$ cat src/rtl/bar_bank.sv
module bar_bank #(
  parameter int NUM_BARS = 6,
  parameter int AW       = 8,
  parameter int BASE_OFS = 'h10
) (
  input  logic                   clk,
  input  logic                   rst_n,
  input  logic [AW-1:0]          cfg_addr,
  input  logic                   cfg_wr,
  input  logic [31:0]            cfg_wdata,
  output logic [31:0]            cfg_rdata,
  input  logic [AW-1:0]          loc_addr,
  input  logic                   loc_wr,
  input  logic                   loc_shadow,
  input  logic [31:0]            loc_wdata,
  input  logic                   ro_wr_en,
  output logic [NUM_BARS-1:0]    bar_valid,
  output logic [64*NUM_BARS-1:0] bar_base,
  output logic [64*NUM_BARS-1:0] bar_size
);
  localparam int FIRST = BASE_OFS / 4;
  localparam logic [31:0] ATTR_CLR = 32'hFFFF_FFF0;

  logic [31:0] addr_q [NUM_BARS];
  logic [3:0]  attr_q [NUM_BARS];
  logic [31:0] mask_q [NUM_BARS];
  logic [31:0] rd_val [NUM_BARS];
  logic [NUM_BARS-1:0] cfg_sel, loc_sel, is_up, en;

  wire [AW-3:0] cfg_dw = cfg_addr[AW-1:2];
  wire [AW-3:0] loc_dw = loc_addr[AW-1:2];

  for (genvar i = 0; i < NUM_BARS; i++) begin : g_slot
    logic [31:0] hi_m, hi_a, lo_a;
    logic        pair;
    logic [63:0] m64;

    assign cfg_sel[i] = (cfg_dw == (AW-2)'(FIRST + i));
    assign loc_sel[i] = (loc_dw == (AW-2)'(FIRST + i));

    always_ff @(posedge clk or negedge rst_n) begin
      if (!rst_n) begin
        addr_q[i] <= '0;
        attr_q[i] <= '0;
        mask_q[i] <= '0;
      end else begin
        if (cfg_wr && cfg_sel[i]) addr_q[i] <= cfg_wdata;
        if (ro_wr_en && loc_wr && loc_sel[i]) begin
          if (loc_shadow) mask_q[i] <= loc_wdata;
          else            attr_q[i] <= loc_wdata[3:0];
        end
      end
    end

    if (i == 0) begin : g_first
      assign is_up[i] = 1'b0;
    end else begin : g_rest
      assign is_up[i] = !is_up[i-1] && (attr_q[i-1][2:1] == 2'b10);
    end

    assign pair = !is_up[i] && (attr_q[i][2:1] == 2'b10) && (i < NUM_BARS - 1);

    if (i < NUM_BARS - 1) begin : g_hi
      assign hi_m = pair ? mask_q[i+1] : 32'h0;
      assign hi_a = pair ? (addr_q[i+1] & ~mask_q[i+1]) : 32'h0;
    end else begin : g_nohi
      assign hi_m = 32'h0;
      assign hi_a = 32'h0;
    end

    assign lo_a  = addr_q[i] & ~mask_q[i] & ATTR_CLR;
    assign m64   = {hi_m, mask_q[i]};
    assign en[i] = |m64;

    if (i == 0) begin : g_rd0
      assign rd_val[i] = en[i] ? (lo_a | {28'h0, attr_q[i]}) : 32'h0;
    end else begin : g_rdn
      assign rd_val[i] = is_up[i] ? (en[i-1] ? (addr_q[i] & ~mask_q[i]) : 32'h0)
                                  : (en[i] ? (lo_a | {28'h0, attr_q[i]}) : 32'h0);
    end

    assign bar_valid[i]         = en[i] && !is_up[i];
    assign bar_base[i*64 +: 64] = bar_valid[i] ? {hi_a, lo_a} : 64'h0;
    assign bar_size[i*64 +: 64] = bar_valid[i] ? (m64 + 64'd1) : 64'h0;
  end

  always_comb begin
    cfg_rdata = '0;
    for (int k = 0; k < NUM_BARS; k++)
      if (cfg_sel[k]) cfg_rdata = cfg_rdata | rd_val[k];
  end
endmodule

$ cat config.mk
export PLATFORM = sky130hd
export DESIGN_NAME = bar_bank
export DESIGN_NICKNAME = d
export VERILOG_FILES = /design/src/rtl/bar_bank.sv
export SDC_FILE = /design/constraint.sdc
export NUM_CORES = 1
export LEC_CHECK = 0
export BUFFER_PORTS_ARGS = -buffer_cell sky130_fd_sc_hd__buf_2
export CAP_MARGIN = 20
export CORE_AREA = 2 2 344 346
export DETAILED_ROUTE_END_ITERATION = 8
export DIE_AREA = 0 0 346 348
export GPL_ROUTABILITY_DRIVEN = 0
export GPL_TIMING_DRIVEN = 0
export PLACE_DENSITY_LB_ADDON = 0.08
export SLEW_MARGIN = 10
export SYNTH_ARGS = -nofsm -noshare
export SYNTH_HDL_FRONTEND = slang
export SYNTH_SLANG_ARGS = --single-unit
export TNS_END_PERCENT = 50
$ cat constraint.sdc
create_clock -name clk -period 3.4 [get_ports clk]
set_input_delay 0.51 -clock clk [delete_from_list [all_inputs] [get_ports clk]]
set_output_delay 0.51 -clock clk [all_outputs]
set_load 0.005 [all_outputs]
After elaboration in Yosys (flattened, before gate mapping) --
Cells that the tools add are included.
Storage, ports and cells: register bits after elaboration 408, input bits 86
Operators by class: $add $sub $neg 6, equal/unequal tests 17, mux-type cells 44, bitwise gates (word level) 24, reductions and logical operators 45
Operator list (count):
- 32-bit 2-to-1 mux | 33
- 64-bit 2-to-1 mux | 10
- 64-bit by 1-bit adder with 64-bit output (second input constant) | 5
- 64-bit OR reduction | 5
- 32-bit AND | 6
- 32-bit NOT | 6
- 32-bit by 4-bit OR with 32-bit output | 6
- 32-bit OR | 5
- 6-bit by 3-bit equality test with 1-bit output (second input constant) | 8
- 32-bit by 1-bit adder with 33-bit output (second input constant) | 1
- 33-bit 2-to-1 mux | 1
- 32-bit OR reduction | 1
- 6-bit by 4-bit equality test with 1-bit output (second input constant) | 4
- 2-bit AND reduction | 12
- 1-bit logical AND | 22
- 2-bit equality test (second input constant) | 5
- 1-bit zero test | 5
- 1-bit NOT | 1

Logic depth before layout (Yosys ltp) --
word-level depth 17, gate-level depth with buffers 11

Least setup slack after synthesis --
No wires, ideal clock.
path type reg2out, start point register mask_q, in the netlist g_slot[3].m64[1], end point output bar_size[248], arrival 2.616 ns, required time 2.890 ns, setup slack 0.274 ns, stages on the path, launching flop included 10, path buffers 1, cells stage by stage dfrtp_1 -> ha_1 -> and3_1 -> nand4_1 -> nor4_1 -> and4_1 -> clkbuf_2 -> nand3_1 -> or4_1 -> a21oi_1
On the way: longest elaborated chain between the ends 3
RTL lines:
- start: declaration | RTL line 26 | logic [31:0] mask_q [NUM_BARS];
- start signal: indexed assignment | RTL line 49 | if (loc_shadow) mask_q[i] <= loc_wdata;
- branches (longest 2 deep; another with 64-bit by 1-bit adder with 64-bit output)
- 64-bit 2-to-1 mux * | RTL line 84 | assign bar_size[i*64 +: 64] = bar_valid[i] ? (m64 + 64'd1) : 64'h0;
- end: declaration | RTL line 19 | output logic [64*NUM_BARS-1:0] bar_size
Mark *: on every way between the ends.

Final worst setup path --
start point register mask_q, in the netlist g_slot[3].m64[15], end point output cfg_rdata[10]
On the way: longest elaborated chain between the ends 12
RTL lines:
- 32-bit 2-to-1 mux | RTL line 64 | assign hi_m = pair ? mask_q[i+1] : 32'h0;
- 64-bit OR reduction | RTL line 73 | assign en[i] = |m64;
- 32-bit 2-to-1 mux | RTL line 79 | : (en[i] ? (lo_a | {28'h0, attr_q[i]}) : 32'h0);
- 32-bit 2-to-1 mux | RTL line 78 | assign rd_val[i] = is_up[i] ? (en[i-1] ? (addr_q[i] & ~mask_q[i]) : 32'h0)
- 32-bit OR | RTL line 90 | if (cfg_sel[k]) cfg_rdata = cfg_rdata | rd_val[k];
- 32-bit 2-to-1 mux | RTL line 90
- 32-bit OR | RTL line 90
- 32-bit 2-to-1 mux | RTL line 90
- 32-bit OR | RTL line 90
- 32-bit 2-to-1 mux * | RTL line 90
- 32-bit OR | RTL line 90
- 32-bit 2-to-1 mux * | RTL line 90
- end: declaration | RTL line 11 | output logic [31:0] cfg_rdata,
Mark *: on every way between the ends. The rest lies on a longest branch, timed or not.

==> results.yml <==
status:
  run_status: "finished, violations left"
  failed_checks: "negative setup slack"
timing:
  max_slew_margin_pct: 27.4
  maxSlewViolCount: 0
  final_hold_viol_count: 0
  fin_crit_sh_pct: 126
  tightest_slew_ns: 1.09
  grt_setup_unrepaired: "true"
  finalSetupTns_ns: -114.86
  max_freq_mhz: 233
  clock-skew-final_ns: 0
  worst_slack_ns: -0.888
  setup_violations: 520
  post-route-min-period_ns: 4.29
synth:
  synthFlopType: "dfrtp_1"
  synthCells: 3435
  netlist_top_cells_count: "nor2_1, dfrtp_1, mux2_2, nand2_1, clkbuf_1"
  synth-edff-count: 0
  yosysWarnings: 0
  netlist_top_cells_area: "dfrtp_1, mux2_2, nor2_1"
  synth_top_area_share_pct: 34.6
  async_reset_ff_share_pct: 100
  yosysMostFrequentCell: "nor2_1"
  syn_area_sq_um: 29200
  synth_seq_area_share_pct: 34.6
  ys_seq_elements: 404
  yosys.cell_types.count: 80
  synth_top_area_cell: "dfrtp_1"
  synth.avg_cell_area_sq_um: 8.50
route:
  ant_nets: 0
  drt_iter0_drc: 2828
  drc_errors: 0
  dr.pass1.iters: 7
  wl_mm: 209
  via_count: 33076
  wl_per_cell_um: 33.2
  vias_per_cell: 5.25
floorplanning:
  std_cell_rows: 126
  die_y_um: 348
  fp.dieW_um: 346
  dieArea_sq_um: 120000
  start_util_pct: 25.0
  ios: 892
  design.core.area_sq_um: 117000
clocking:
  root_buffer: "clkbuf_16"
  clk_pin_slew_ns: 0.06
  max-clock-path-buffers: 3
  numCtsBuffers: 51
  insertion_delay_ns: 0.60
  cts_tree: "yes"
  clock_sinks: 404
  cts_htree_levels: 2
global_routing:
  track_usage_pct: 33.0
  grt_pass1_vias: 30964
  antenna_found_initial: 37
  grt-ovfl-total: 0
  grt_pass1_wl_mm: 273
  grt_start_max_net_pins: 98
critical_path:
  worstPathMaxFanout: 5
  crit_chain: "nor4_4 -> nand4_1 -> or4_4 -> o211ai_4 -> o21a_4 -> buf_12 -> o221ai_4 -> or4_4 -> buf_6"
  critPathLaunchType: "flop"
  cpPeakStageDelay_ns: 0.53
  cp_slowest_cell: "or4_4"
  cpMostUsedCell: "or4_4"
  cp-end-kind: "output pin"
  critical_path_class: "reg -> out"
  required_ns: 2.89
  crit_arrival_ns: 3.78
place:
  portBuffers: 798
  hpwlAfterDp_mm: 159
  dpl_worst_slack_ns: -1.91
pwr:
  p_total_mw: 16.6
  max-vdd-ir-drop_mv: 0.323
  p_leak_nw: 21.5
  p_per_area_nw_per_um2: 367
run:
  maxCapViolations: 0
cells_and_area:
  nNetsFinal: 4802
  syn2layout_area_growth_pct: 55.3
  drive_above_1_share_pct: 52.0
hold_path:
  hp-class: "in -> reg"
==> stage by stage <==
| step | instances | cell area (sq um) | util, % | hold WS [ns] |
|---|---|---|---|---|
| 2_1_floorplan | 3521 | 29500 | - | 0.214 |
| 3_3_place_gp | 5855 | 35400 | 30.3 | 0.480 |
| 3_5_place_dp | 5868 | 35700 | 30.5 | 0.487 |
| 4_1_cts | 6121 | 42100 | 36.0 | 0.139 |
| 5_1_grt | 6289 | 45300 | 38.7 | 0.167 |
| 6_report | 6297 | 45300 | 38.8 | 0.164 |
==> repair_timing <==
item / CTS / global route
pin swaps: 126 / 174
gates resized for setup: 735 / 503
hold endpoints to repair: 86 / 0
hold buffers: 1 / 0
gates cloned: 8 / 7
buffers inserted: 248 / 164
endpoints found under the setup margin: 703 / 676
==> worst max-delay path, delay by kind of cell, from the launching register on <==
family	cells	cell delay (ns)
AOI/OAI and AO/OA	3	0.72
and+or+nand+nor	4	1.60
buffers and inverters	2	0.32
DFF	1	0.49
==> path summary, 6_finish.rpt <==
path	startpoint	end	slack [ns]	cells after the start
setup / recovery	g_slot[3].m64[15]$_DFFE_PN0P_	cfg_rdata[10]	-0.89	9
hold / removal	loc_wdata[0]	attr_q[12]$_DFFE_PN0P_	0.16	2
setup reg to reg	g_slot[5].m64[8]$_DFFE_PN0P_	g_slot[5].m64[8]$_DFFE_PN0P_	2.12	2
hold reg to reg	addr_q[65]$_DFFE_PN0P_	addr_q[65]$_DFFE_PN0P_	0.50	1
max in group asynchronous	rst_n	g_slot[0].m64[6]$_DFFE_PN0P_	1.57	5
min in group asynchronous	rst_n	g_slot[4].m64[7]$_DFFE_PN0P_	0.51	3
==> cell families after synthesis <==
| family | Yosys count | synth area share [%] |
|---|---|---|
| other | 1 | 0.0128 |
| AOI/OAI and AO/OA | 203 | 5.07 |
| muxes | 394 | 15.2 |
| and+or+nand+nor | 1690 | 28.5 |
| DFF | 404 | 34.6 |
| adders and majority gates | 12 | 0.514 |
| buffers and inverters | 420 | 6.82 |
| xor gates and xnor gates | 311 | 9.33 |
==> cell type report <==
class                      count  area, sq um
fill                       12281        71600
multi-input combinational   2697        20700
sequential                   404        10300
timing repair buffer        1232         8240
buffer                       270         2370
tap                         1536         1920
clock buffer                  76         1510
inverter                      48          188
clock inverter                15          135
antenna                       19         47.5
==> registers in the layout, summed over array words and instances (netlist names) <==
| name | flops |
|---|---|
| addr_q | 188 |
| attr_q | 24 |
| g_slot.m64 | 192 |
==> per-layer routing <==
metal / up-vias / GRT usage, % / share of wire [%]
li1: 14162 / - / -
met4: 10 / 13.4 / 5.0
met2: 1681 / 54.4 / 46
met5: - / 0 / 0.032
met3: 347 / 6.12 / 7.5
met1: 16876 / 42.4 / 41
==> where the power goes <==
group | internal (mW) | total, mW | switching [mW]
Combinational | 2.13 | 5.38 | 3.26
Sequential | 5.25 | 5.70 | 0.450
Clock | 3.21 | 5.55 | 2.34
Total | 10.6 | 16.6 | 6.05
==> layout by cell type (no fill, tap or decap), types with 18 or more instances in the layout <==
cell / netlist / routed
buf_2: 38 / 782
nor2_1: 684 / 635
buf_4: 89 / 417
mux2_2: 392 / 392
dfrtp_1: 404 / 284
nand2_1: 247 / 226
nand2b_1: 156 / 151
xnor2_1: 157 / 144
xor2_1: 154 / 143
buf_6: 4 / 127
dfrtp_2: 0 / 120
nand4_1: 92 / 92
conb_1: 1 / 87
nand3_1: 106 / 75
clkbuf_16: 0 / 74
nor4_4: 1 / 47
clkbuf_1: 206 / 46
nor3_1: 83 / 43
inv_1: 47 / 39
o21ai_0: 40 / 37
or3_1: 49 / 32
clkbuf_8: 0 / 28
and3_1: 35 / 28
buf_12: 0 / 27
nor3_4: 0 / 26
buf_1: 33 / 26
nor3b_1: 28 / 25
nor2_4: 0 / 25
and4_1: 42 / 25
nor2_2: 0 / 24
diode_2: 0 / 19
nand3_4: 0 / 19
buf_8: 0 / 18
(Power assumes the default switching activity.)
